==> src/rtl/alu8_pkg.sv <==
package alu8_pkg;

  localparam int unsigned DW  = 8;
  localparam int unsigned OPW = 4;

  typedef enum logic [OPW-1:0] {
    OP_ADD = 4'd0,
    OP_ADC = 4'd1,
    OP_SUB = 4'd2,
    OP_SBB = 4'd3,
    OP_AND = 4'd4,
    OP_OR  = 4'd5,
    OP_XOR = 4'd6,
    OP_CMP = 4'd7,
    OP_INC = 4'd8,
    OP_DEC = 4'd9,
    OP_MOV = 4'd10
  } alu_op_e;

  typedef struct packed {
    logic s;
    logic z;
    logic ac;
    logic p;
    logic cy;
  } cond_t;

  localparam cond_t COND_RST = '{s: 1'b0, z: 1'b0, ac: 1'b0, p: 1'b0, cy: 1'b0};

  function automatic logic [DW-1:0] pack_cond(input cond_t c);
    return {c.s, c.z, 1'b0, c.ac, 1'b0, c.p, 1'b1, c.cy};
  endfunction

endpackage

==> src/rtl/alu8_operand_stage.sv <==
module alu8_operand_stage
  import alu8_pkg::*;
(
  input  logic           clk,
  input  logic           rst_n,
  input  logic           load_i,
  input  logic [OPW-1:0] op_i,
  input  logic [DW-1:0]  operand_i,
  output logic           pend_vld_o,
  output logic [OPW-1:0] pend_op_o,
  output logic [DW-1:0]  pend_opnd_o
);

  logic           vld_d, vld_q;
  logic [OPW-1:0] op_d, op_q;
  logic [DW-1:0]  opnd_d, opnd_q;

  always_comb begin
    vld_d  = load_i;
    op_d   = op_q;
    opnd_d = opnd_q;
    if (load_i) begin
      op_d   = op_i;
      opnd_d = operand_i;
    end
  end

  always_ff @(posedge clk or negedge rst_n) begin
    if (!rst_n) begin
      vld_q  <= 1'b0;
      op_q   <= '0;
      opnd_q <= '0;
    end else begin
      vld_q  <= vld_d;
      op_q   <= op_d;
      opnd_q <= opnd_d;
    end
  end

  assign pend_vld_o  = vld_q;
  assign pend_op_o   = op_q;
  assign pend_opnd_o = opnd_q;


  capture_chk: assert property (@(posedge clk) disable iff (!rst_n)
    load_i |=> (pend_vld_o && pend_opnd_o == $past(operand_i) && pend_op_o == $past(op_i)));

endmodule

==> src/rtl/alu8_flag_gen.sv <==
module alu8_flag_gen
  import alu8_pkg::*;
(
  input  logic [DW-1:0] res_i,
  output logic          sign_o,
  output logic          zero_o,
  output logic          par_o
);

  assign sign_o = res_i[DW-1];
  assign zero_o = ~|res_i;
  assign par_o  = ~^res_i;

endmodule

==> src/rtl/alu8_datapath.sv <==
module alu8_datapath
  import alu8_pkg::*;
(
  input  alu_op_e       op_i,
  input  logic [DW-1:0] acc_i,
  input  logic [DW-1:0] opnd_i,
  input  logic          cy_i,
  output logic [DW-1:0] res_o,
  output logic          cy_o,
  output logic          ac_o,
  output logic          res_we_o,
  output logic          acc_we_o,
  output logic          flag_we_o
);

  localparam int unsigned NIB = DW / 2;

  logic [DW-1:0] add_x, add_y;
  logic          add_cin;
  logic [DW:0]   sum;
  logic          nib_carry;

  // adder operand selection
  always_comb begin
    add_x   = acc_i;
    add_y   = opnd_i;
    add_cin = 1'b0;
    unique case (op_i)
      OP_ADC:         add_cin = cy_i;
      OP_SUB, OP_CMP: begin add_y = ~opnd_i; add_cin = 1'b1;  end
      OP_SBB:         begin add_y = ~opnd_i; add_cin = ~cy_i; end
      OP_INC:         begin add_x = opnd_i; add_y = '0; add_cin = 1'b1; end
      OP_DEC:         begin add_x = opnd_i; add_y = '1; end
      default:        ;
    endcase
  end

  assign sum       = {1'b0, add_x} + {1'b0, add_y} + {{DW{1'b0}}, add_cin};
  assign nib_carry = add_x[NIB] ^ add_y[NIB] ^ sum[NIB];

  // result, flag and write-enable selection
  always_comb begin
    res_o     = sum[DW-1:0];
    cy_o      = cy_i;
    ac_o      = nib_carry;
    res_we_o  = 1'b1;
    acc_we_o  = 1'b0;
    flag_we_o = 1'b1;
    unique case (op_i)
      OP_ADD, OP_ADC: begin cy_o = sum[DW];  acc_we_o = 1'b1; end
      OP_SUB, OP_SBB: begin cy_o = ~sum[DW]; acc_we_o = 1'b1; end
      OP_CMP:         cy_o = ~sum[DW];
      OP_AND: begin res_o = acc_i & opnd_i; cy_o = 1'b0; ac_o = 1'b0; acc_we_o = 1'b1; end
      OP_OR:  begin res_o = acc_i | opnd_i; cy_o = 1'b0; ac_o = 1'b0; acc_we_o = 1'b1; end
      OP_XOR: begin res_o = acc_i ^ opnd_i; cy_o = 1'b0; ac_o = 1'b0; acc_we_o = 1'b1; end
      OP_INC, OP_DEC: ;
      OP_MOV: begin res_o = opnd_i; acc_we_o = 1'b1; flag_we_o = 1'b0; end
      default: begin res_we_o = 1'b0; flag_we_o = 1'b0; end
    endcase
  end

endmodule

==> src/rtl/alu8_core.sv <==
module alu8_core
  import alu8_pkg::*;
(
  input  logic           clk,
  input  logic           rst_n,
  input  logic [OPW-1:0] op_i,
  input  logic [DW-1:0]  operand_i,
  input  logic           load_i,
  output logic [DW-1:0]  result_o,
  output logic [DW-1:0]  acc_o,
  output logic [DW-1:0]  flags_o
);

  logic           pend_vld;
  logic [OPW-1:0] pend_op_raw;
  logic [DW-1:0]  pend_opnd;
  alu_op_e        pend_op;

  logic [DW-1:0]  dp_res;
  logic           dp_cy, dp_ac, dp_res_we, dp_acc_we, dp_flag_we;
  logic           fg_s, fg_z, fg_p;

  logic [DW-1:0]  acc_d, acc_q, res_d, res_q;
  cond_t          cond_d, cond_q;

  alu8_operand_stage u_stage (
    .clk         (clk),
    .rst_n       (rst_n),
    .load_i      (load_i),
    .op_i        (op_i),
    .operand_i   (operand_i),
    .pend_vld_o  (pend_vld),
    .pend_op_o   (pend_op_raw),
    .pend_opnd_o (pend_opnd)
  );

  assign pend_op = alu_op_e'(pend_op_raw);

  alu8_datapath u_dp (
    .op_i      (pend_op),
    .acc_i     (acc_q),
    .opnd_i    (pend_opnd),
    .cy_i      (cond_q.cy),
    .res_o     (dp_res),
    .cy_o      (dp_cy),
    .ac_o      (dp_ac),
    .res_we_o  (dp_res_we),
    .acc_we_o  (dp_acc_we),
    .flag_we_o (dp_flag_we)
  );

  alu8_flag_gen u_fg (
    .res_i  (dp_res),
    .sign_o (fg_s),
    .zero_o (fg_z),
    .par_o  (fg_p)
  );

  always_comb begin
    acc_d  = acc_q;
    res_d  = res_q;
    cond_d = cond_q;
    if (pend_vld) begin
      if (dp_res_we)  res_d  = dp_res;
      if (dp_acc_we)  acc_d  = dp_res;
      if (dp_flag_we) cond_d = '{s: fg_s, z: fg_z, ac: dp_ac, p: fg_p, cy: dp_cy};
    end
  end

  always_ff @(posedge clk or negedge rst_n) begin
    if (!rst_n) begin
      acc_q  <= '0;
      res_q  <= '0;
      cond_q <= COND_RST;
    end else begin
      acc_q  <= acc_d;
      res_q  <= res_d;
      cond_q <= cond_d;
    end
  end

  assign acc_o    = acc_q;
  assign result_o = res_q;
  assign flags_o  = pack_cond(cond_q);


  cmp_acc_hold_chk: assert property (@(posedge clk) disable iff (!rst_n)
    (pend_vld && pend_op == OP_CMP) |=> $stable(acc_o));


  incdec_cy_hold_chk: assert property (@(posedge clk) disable iff (!rst_n)
    (pend_vld && (pend_op == OP_INC || pend_op == OP_DEC)) |=> ($stable(acc_o) && $stable(flags_o[0])));


  logic_cy_clear_chk: assert property (@(posedge clk) disable iff (!rst_n)
    (pend_vld && (pend_op == OP_AND || pend_op == OP_OR || pend_op == OP_XOR)) |=> (flags_o[0] == 1'b0 && flags_o[4] == 1'b0));


  zero_flag_chk: assert property (@(posedge clk) disable iff (!rst_n)
    (pend_vld && pend_op_raw <= 4'd9) |=> (flags_o[6] == (result_o == '0) && flags_o[7] == result_o[DW-1]));


  idle_hold_chk: assert property (@(posedge clk) disable iff (!rst_n)
    !pend_vld |=> ($stable(acc_o) && $stable(flags_o) && $stable(result_o)));


  unused_op_chk: assert property (@(posedge clk) disable iff (!rst_n)
    (pend_vld && pend_op_raw > 4'd10) |=> ($stable(acc_o) && $stable(flags_o) && $stable(result_o)));


  mov_flags_chk: assert property (@(posedge clk) disable iff (!rst_n)
    (pend_vld && pend_op == OP_MOV) |=> ($stable(flags_o) && acc_o == result_o));

endmodule

==> config.mk <==
export PLATFORM = sky130hd
export DESIGN_NAME = alu8_core
export DESIGN_NICKNAME = d
export VERILOG_FILES = /design/src/rtl/alu8_pkg.sv /design/src/rtl/alu8_operand_stage.sv /design/src/rtl/alu8_flag_gen.sv /design/src/rtl/alu8_datapath.sv /design/src/rtl/alu8_core.sv
export SDC_FILE = /design/constraint.sdc
export NUM_CORES = 1
export LEC_CHECK = 0
export ABC_AREA = 1
export BUFFER_PORTS_ARGS = -buffer_cell sky130_fd_sc_hd__buf_2
export CORE_ASPECT_RATIO = 1.5
export CORE_MARGIN = 4
export CORE_UTILIZATION = 60
export CTS_CLUSTER_DIAMETER = 150
export DETAILED_ROUTE_END_ITERATION = 6
export PLACE_DENSITY = 0.83
export SYNTH_ARGS = -nofsm -noshare
export SYNTH_HDL_FRONTEND = slang
export SYNTH_SLANG_ARGS = --single-unit
export TNS_END_PERCENT = 5
==> constraint.sdc <==
create_clock -name clk -period 5.2 [get_ports clk]
set_clock_uncertainty 0.15 [all_clocks]
set_input_delay 0.26 -clock clk [delete_from_list [all_inputs] [get_ports clk]]
set_output_delay 0.26 -clock clk [all_outputs]
set_load 0.01 [all_outputs]
# [Word level (Yosys, flattened, before mapping)]
# Index checks and enable logic that the tools add are counted.
[classes] add_sub_neg=2 multipliers=0 n_div=0 magnitude_cmp=0 eq_ne=10 shifts=0 muxes=9 n_bitwise=8 n_reduce_logical=17
[ops] cell="8-bit one-hot mux with 4 select lines" n=1
[ops] cell="8-bit one-hot mux with 3 select lines" n=1
[ops] cell="4-bit by 3-bit equality test with 1-bit output (second input constant)" n=4
[ops] cell="8-bit OR reduction" n=2
[ops] cell="4-bit equality test (second input constant)" n=3
[ops] cell="11-bit OR reduction" n=1
[ops] cell="10-bit OR reduction" n=1
[ops] cell="8-bit by 8-bit adder with 9-bit output" n=1
[ops] cell="9-bit by 1-bit adder with 9-bit output" n=1
[ops] cell="3-bit OR reduction" n=3
[ops] cell="8-bit bitwise AND" n=1
[ops] cell="4-bit by 2-bit equality test with 1-bit output (second input constant)" n=2
[ops] cell="8-bit 2-to-1 mux" n=1
[ops] cell="8-bit inverter" n=1
[ops] cell="8-bit OR" n=1
[ops] cell="8-bit XNOR reduction" n=1
[ops] cell="8-bit bitwise XOR" n=1
[ops] cell="1-bit one-hot mux with 3 select lines" n=2
[ops] cell="2-bit AND reduction" n=3
[ops] cell="4-bit by 1-bit equality test with 1-bit output (second input constant)" n=1
[ops] cell="4-bit zero test" n=1
[ops] cell="1-bit 2-to-1 mux" n=4
[ops] cell="2-bit OR reduction" n=2
[ops] cell="3-bit AND reduction" n=1
[ops] cell="other kinds (4)" n=6
[totals] ff_bits=34 latch_bits=0 ramBits=0 romBits=0 input_bits=15 output_inout_bits=24 wordCells=56 n_memories=0

# [Logic depth before layout (Yosys ltp)]
[depth] ltp_word=8 ltp_mapped=24 mapped_depth_nobuf=23

# [Hierarchy]
# Synthesis repeated with hierarchy kept, for this count alone.
[hier_totals] cells_unflattened=408 hier_area_um2=2760.1
[modules_own_cells] module="alu8_datapath" instances=1 cells_each=225 area_per_inst_um2=1247.4 seq_area_each_um2=0.0
[modules_own_cells] module="alu8_core" instances=1 cells_each=96 area_per_inst_um2=859.6 seq_area_each_um2=525.5
[modules_own_cells] module="alu8_operand_stage" instances=1 cells_each=52 area_per_inst_um2=483.0 seq_area_each_um2=325.3
[modules_own_cells] module="alu8_flag_gen" instances=1 cells_each=35 area_per_inst_um2=170.2 seq_area_each_um2=0.0

# [Worst setup path after synthesis]
# No wires, ideal clock.
[synth_timing] path_kind="register -> register" start="register u_stage.op_q[1], in the netlist u_stage.pend_op_o[1]" end="register cond_q, in the netlist flags_o[2]" setup_ns=0.140 t_arrival_ns=3.296 t_required_ns=4.910 slack_ns=1.614 stages_incl_launch_ff=23 n_path_buf=1 synth_period_minus_slack_ns=3.586 cell_sequence="dfrtp_1 inv_2 nor2_2 buf_6 nand2_2 nand2_4 nor2_4 inv_1 o21ai_0 fa_1 inv_1 fa_1 nand2_1 nand2_1 and2_1 or2_2 nand3_1 nand2_1 inv_1 ha_1 xor2_1 xnor2_1 o21ai_0"
[synth_between] elab_chain_cells=7 word_cells_on_any_way=24 cone_classes="2 x add/sub; 10 x eq/ne; 5 x mux; 7 x reduce/logical"
[synth_lines] element="from (decl)" line_no="alu8_operand_stage.sv:15" text="logic [OPW-1:0] op_d, op_q;"
[synth_lines] element="from (signal assigned)" line_no="alu8_operand_stage.sv:35" text="op_q <= op_d;"
[synth_lines] element="4-bit by 2-bit equality test with 1-bit output, or another cell as far along" line_no="alu8_datapath.sv:28, alu8_datapath.sv:49"
[synth_lines] element="3-bit OR reduction (no line) / 2-bit OR reduction (equally long branches)"
[synth_lines] element="8-bit one-hot mux with 3 select lines / 8-bit 2-to-1 mux (equally long branches)" line_no="alu8_datapath.sv:28" text="unique case (op_i)"
[synth_lines] element="8-bit by 8-bit adder with 9-bit output" line_no="alu8_datapath.sv:38" text="assign sum = {1'b0, add_x} + {1'b0, add_y} + {{DW{1'b0}}, add_cin};"
[synth_lines] element="9-bit by 1-bit adder with 9-bit output" line_no="alu8_datapath.sv:38"
[synth_lines] element="8-bit one-hot mux with 4 select lines" line_no="alu8_datapath.sv:49" text="unique case (op_i)"
[synth_lines] element="8-bit XNOR reduction" line_no="alu8_flag_gen.sv:12" text="assign par_o = ~^res_i;"
[synth_lines] element="to (signal assigned)" line_no="alu8_core.sv:78" text="cond_q <= cond_d;"
[synth_lines] element="to (decl)" line_no="alu8_core.sv:24" text="cond_t cond_d, cond_q;"
# Parallel ways exist; a longest one is shown, timed or not.
# A chain may end at the register's enable or synchronous reset.

# [Worst setup path in the final report]
# Same ends and word-level chain as after synthesis.

==> flow_summary_export.csv <==
group,metric,value,unit
run_status,outcome,"complete, no violations",
die,die_h,89.6,um
setup_path,crit_required,5200,ps
power,static-leakage-power,1.59,nW
global_route,grt_max_degree,35,
layout,final_util,0.698,
logic_synthesis,ys_types,34,
setup_path,critPathMaxStageDelay,540,ps
global_route,grtUsageTotal,0.257,
clock_tree,htreeDepth,2,
die,die-area,5590,um^2
logic_synthesis,yosysTopAreaCellShare,0.320,
global_route,grt_pass1_vias,2532,
logic_synthesis,yosysSeqAreaShare,0.320,
timing,layout_min_cycle_time,4090,ps
logic_synthesis,synth_largest_area_cell,"dfrtp_1",
setup_path,path_cells,"inv_2, nor2_2, nand2_2, nand2_4, nor2_4, nor2_4, o21ai_1, o21ai_0, fa_1, inv_1, fa_1, nand2_1, nand2_1, and2_1, or2_2, nand3_1, nand2_1, inv_1, ha_1, xor2_1, xnor2_1, o21ai_0",
layout,fillers,382,
clock_tree,cts_buffers,5,
logic_synthesis,yosysWarningCount,0,
placement,pre_cts_ws,1220,ps
die,rows,29,
timing,max_clock_freq,244,MHz
setup_path,start_kind,"register",
placement,portBuffers,35,
global_route,grt_antenna_before_repair,0,
logic_synthesis,synth_ff_type,"dfrtp_1",
placement,post_dp_cell_area,2850,um^2
global_route,grt-ovfl-total,0,
timing,setup_slack,1110,ps
power,max-vdd-ir-drop,515,uV
timing,tns,0,ps
setup_path,worstSetupPathType,"reg2reg",
setup_path,end_kind,"register",
timing,slew_headroom,0.515,
power,powerDensity,514,nW/um^2
logic_synthesis,synth_seq_cells,34,
die,die_w,62.4,um
die,core_area,4250,um^2
setup_path,cp_common_cell,"nand2_1",
die,io_pins,39,
placement,hpwl,5100,um
logic_synthesis,synth_edf_count,0,
die,start_util,0.627,
clock_tree,cts_buffer_depth,2,
drt,drt_pre_antenna_iters,4,
layout,layout_common_cells,"nand2_1, o21ai_0, inv_1",
layout,design_area,2970,um^2
layout,layout_commonest_cell,"nand2_1",
setup_path,cpLargestDelayFamily,"simple AND/OR/NAND/NOR gates",
timing,period_share,0.787,
clock_tree,post_cts_resized,0,
setup_path,slowest_stage,"dfrtp_1",
logic_synthesis,synth_area,2660,um^2
drt,drc_errors,0,
setup_path,critical_path_buf_inv_count,3,
global_route,grt_pass1_wl,11300,um
logic_synthesis,synthCells,360,
drt,ant_nets,0,
worst_hold_path,min_path_type,"in2reg",
drt,post_drt_wl_per_cell,15.0,um
drt,via_count,2489,
logic_synthesis,syn_area_per_cell,7.39,um^2
clock_tree,clk_pin_slew_worst_paths,70,ps
logic_synthesis,synth_area_leaders,"dfrtp_1, nand2_1, ha_1, o21ai_0, inv_1",
layout,synthToLayoutAreaGrowth,11.4,%
timing,rsz0062_at_grt,"false",
drt,avgViaCountPerCell,5.62,
flow_run,drv_cap,0,
timing,setup_viol,0,
layout,final_nets,440,
timing,maxSlewViolCount,0,
layout,num_antenna_cells,0,
logic_synthesis,synthArstFlopShare,1.00,
clock_tree,clock-sinks,34,
drt,wl,6660,um
clock_tree,cts_root_buffer,"clkbuf_8",
clock_tree,cts_tree,"done",
timing,finalHoldViolations,0,
clock_tree,clock_latency,300,ps
placement,place.gp.congestion,0.950,
setup_path,critPathArrivalTime,4100,ps
timing,worst-slew-pin-transition,727,ps
power,p_total,1.52,mW
setup_path,cp_max_fo,11,
layout,drive_gt1_frac,0.181,
drt,drtIter0Drc,137,
[per-stage QoR]
stage               hold WS, ps  cells
detailed placement          216    434
floorplan                  -186    361
CTS                        19.9    443
finish                     12.4    443
global placement            209    434
global route               25.4    443
[logic make-up (layout without fill, tap and decap cells)]
logic type               count (synthesis)  in the layout  share of synthesized area
XOR/XNOR                                 4              4                     0.0132
other                                    2              3                    0.00282
flip-flops                              34             34                      0.320
adder cells (fa/ha/maj)                 29             29                      0.142
AND/OR/NAND/NOR                        162            162                      0.277
buffers and inverters                   54             90                     0.0856
AO/OA/AOI/OAI                           75             75                      0.160
[layer usage]
layer | wire, um | global-route usage | vias to the layer above
met2 | 3420 | 0.467 | 89
li1 | - | - | 1224
met5 | 0 | 0 | -
met4 | 306 | 0.168 | 0
met1 | 2550 | 0.270 | 1148
met3 | 382 | 0.0491 | 28
[final cells by class]
type | instances | area [um^2] | area share
Clock buffer | 5 | 68.8 | 0.0232
Clock inverter | 3 | 40.0 | 0.0135
Inverter | 45 | 169 | 0.0570
Multi-Input combinational cell | 273 | 1590 | 0.535
Sequential cell | 34 | 851 | 0.287
Tap cell | 46 | 57.6 | 0.0194
Timing Repair Buffer | 37 | 193 | 0.0650
[power breakdown]
part	switching (mW)	internal, mW	leakage [nW]
Sequential	0.0641	0.348	0.423
Combinational	0.517	0.351	1.11
Clock	0.103	0.141	0.0579
Total	0.683	0.840	1.59
[worst min-delay path: stages]
cell	delay, ps
buf_2	70
nand2_1	30
o21ai_0	50
[flip-flops by register name, summed over array words and instances, names as in the netlist]
name	count
result_o	8
flags_o	5
u_stage.pend_op_o	4
u_stage.pend_opnd_o	8
u_stage.pend_vld_o	1
acc_o	8
[synth_stat cells, drive strengths merged (4+ instances only)]
| library cell | count |
|---|---|
| nand2 | 111 |
| o21ai | 60 |
| inv | 45 |
| dfrtp | 34 |
| ha | 27 |
| nor2 | 22 |
| nand3 | 19 |
| a21oi | 10 |
| buf | 7 |
| or2 | 4 |
[final timing paths]
kind | startpoint | end | slack [ps] | depth (start not counted)
worst max-delay path | u_stage.pend_op_o[1]$_DFFE_PN0P_ | flags_o[2]$_DFFE_PN0P_ | 1110 | 22
worst max register to register | u_stage.pend_op_o[1]$_DFFE_PN0P_ | flags_o[2]$_DFFE_PN0P_ | 1110 | 22
worst min-delay path | operand_i[6] | u_stage.pend_opnd_o[6]$_DFFE_PN0P_ | 10 | 3
worst min register to register | result_o[5]$_DFFE_PN0P_ | result_o[5]$_DFFE_PN0P_ | 320 | 2
min in group asynchronous | rst_n | result_o[3]$_DFFE_PN0P_ | 410 | 2
max in group asynchronous | rst_n | u_stage.pend_opnd_o[0]$_DFFE_PN0P_ | 4030 | 2
[timing repair]
item,CTS,global route
buffers inserted,0,0
endpoints found under the setup margin,0,0
hold buffers,1,0
hold endpoints to repair,34,0
Power figures use the tool's default switching activity.
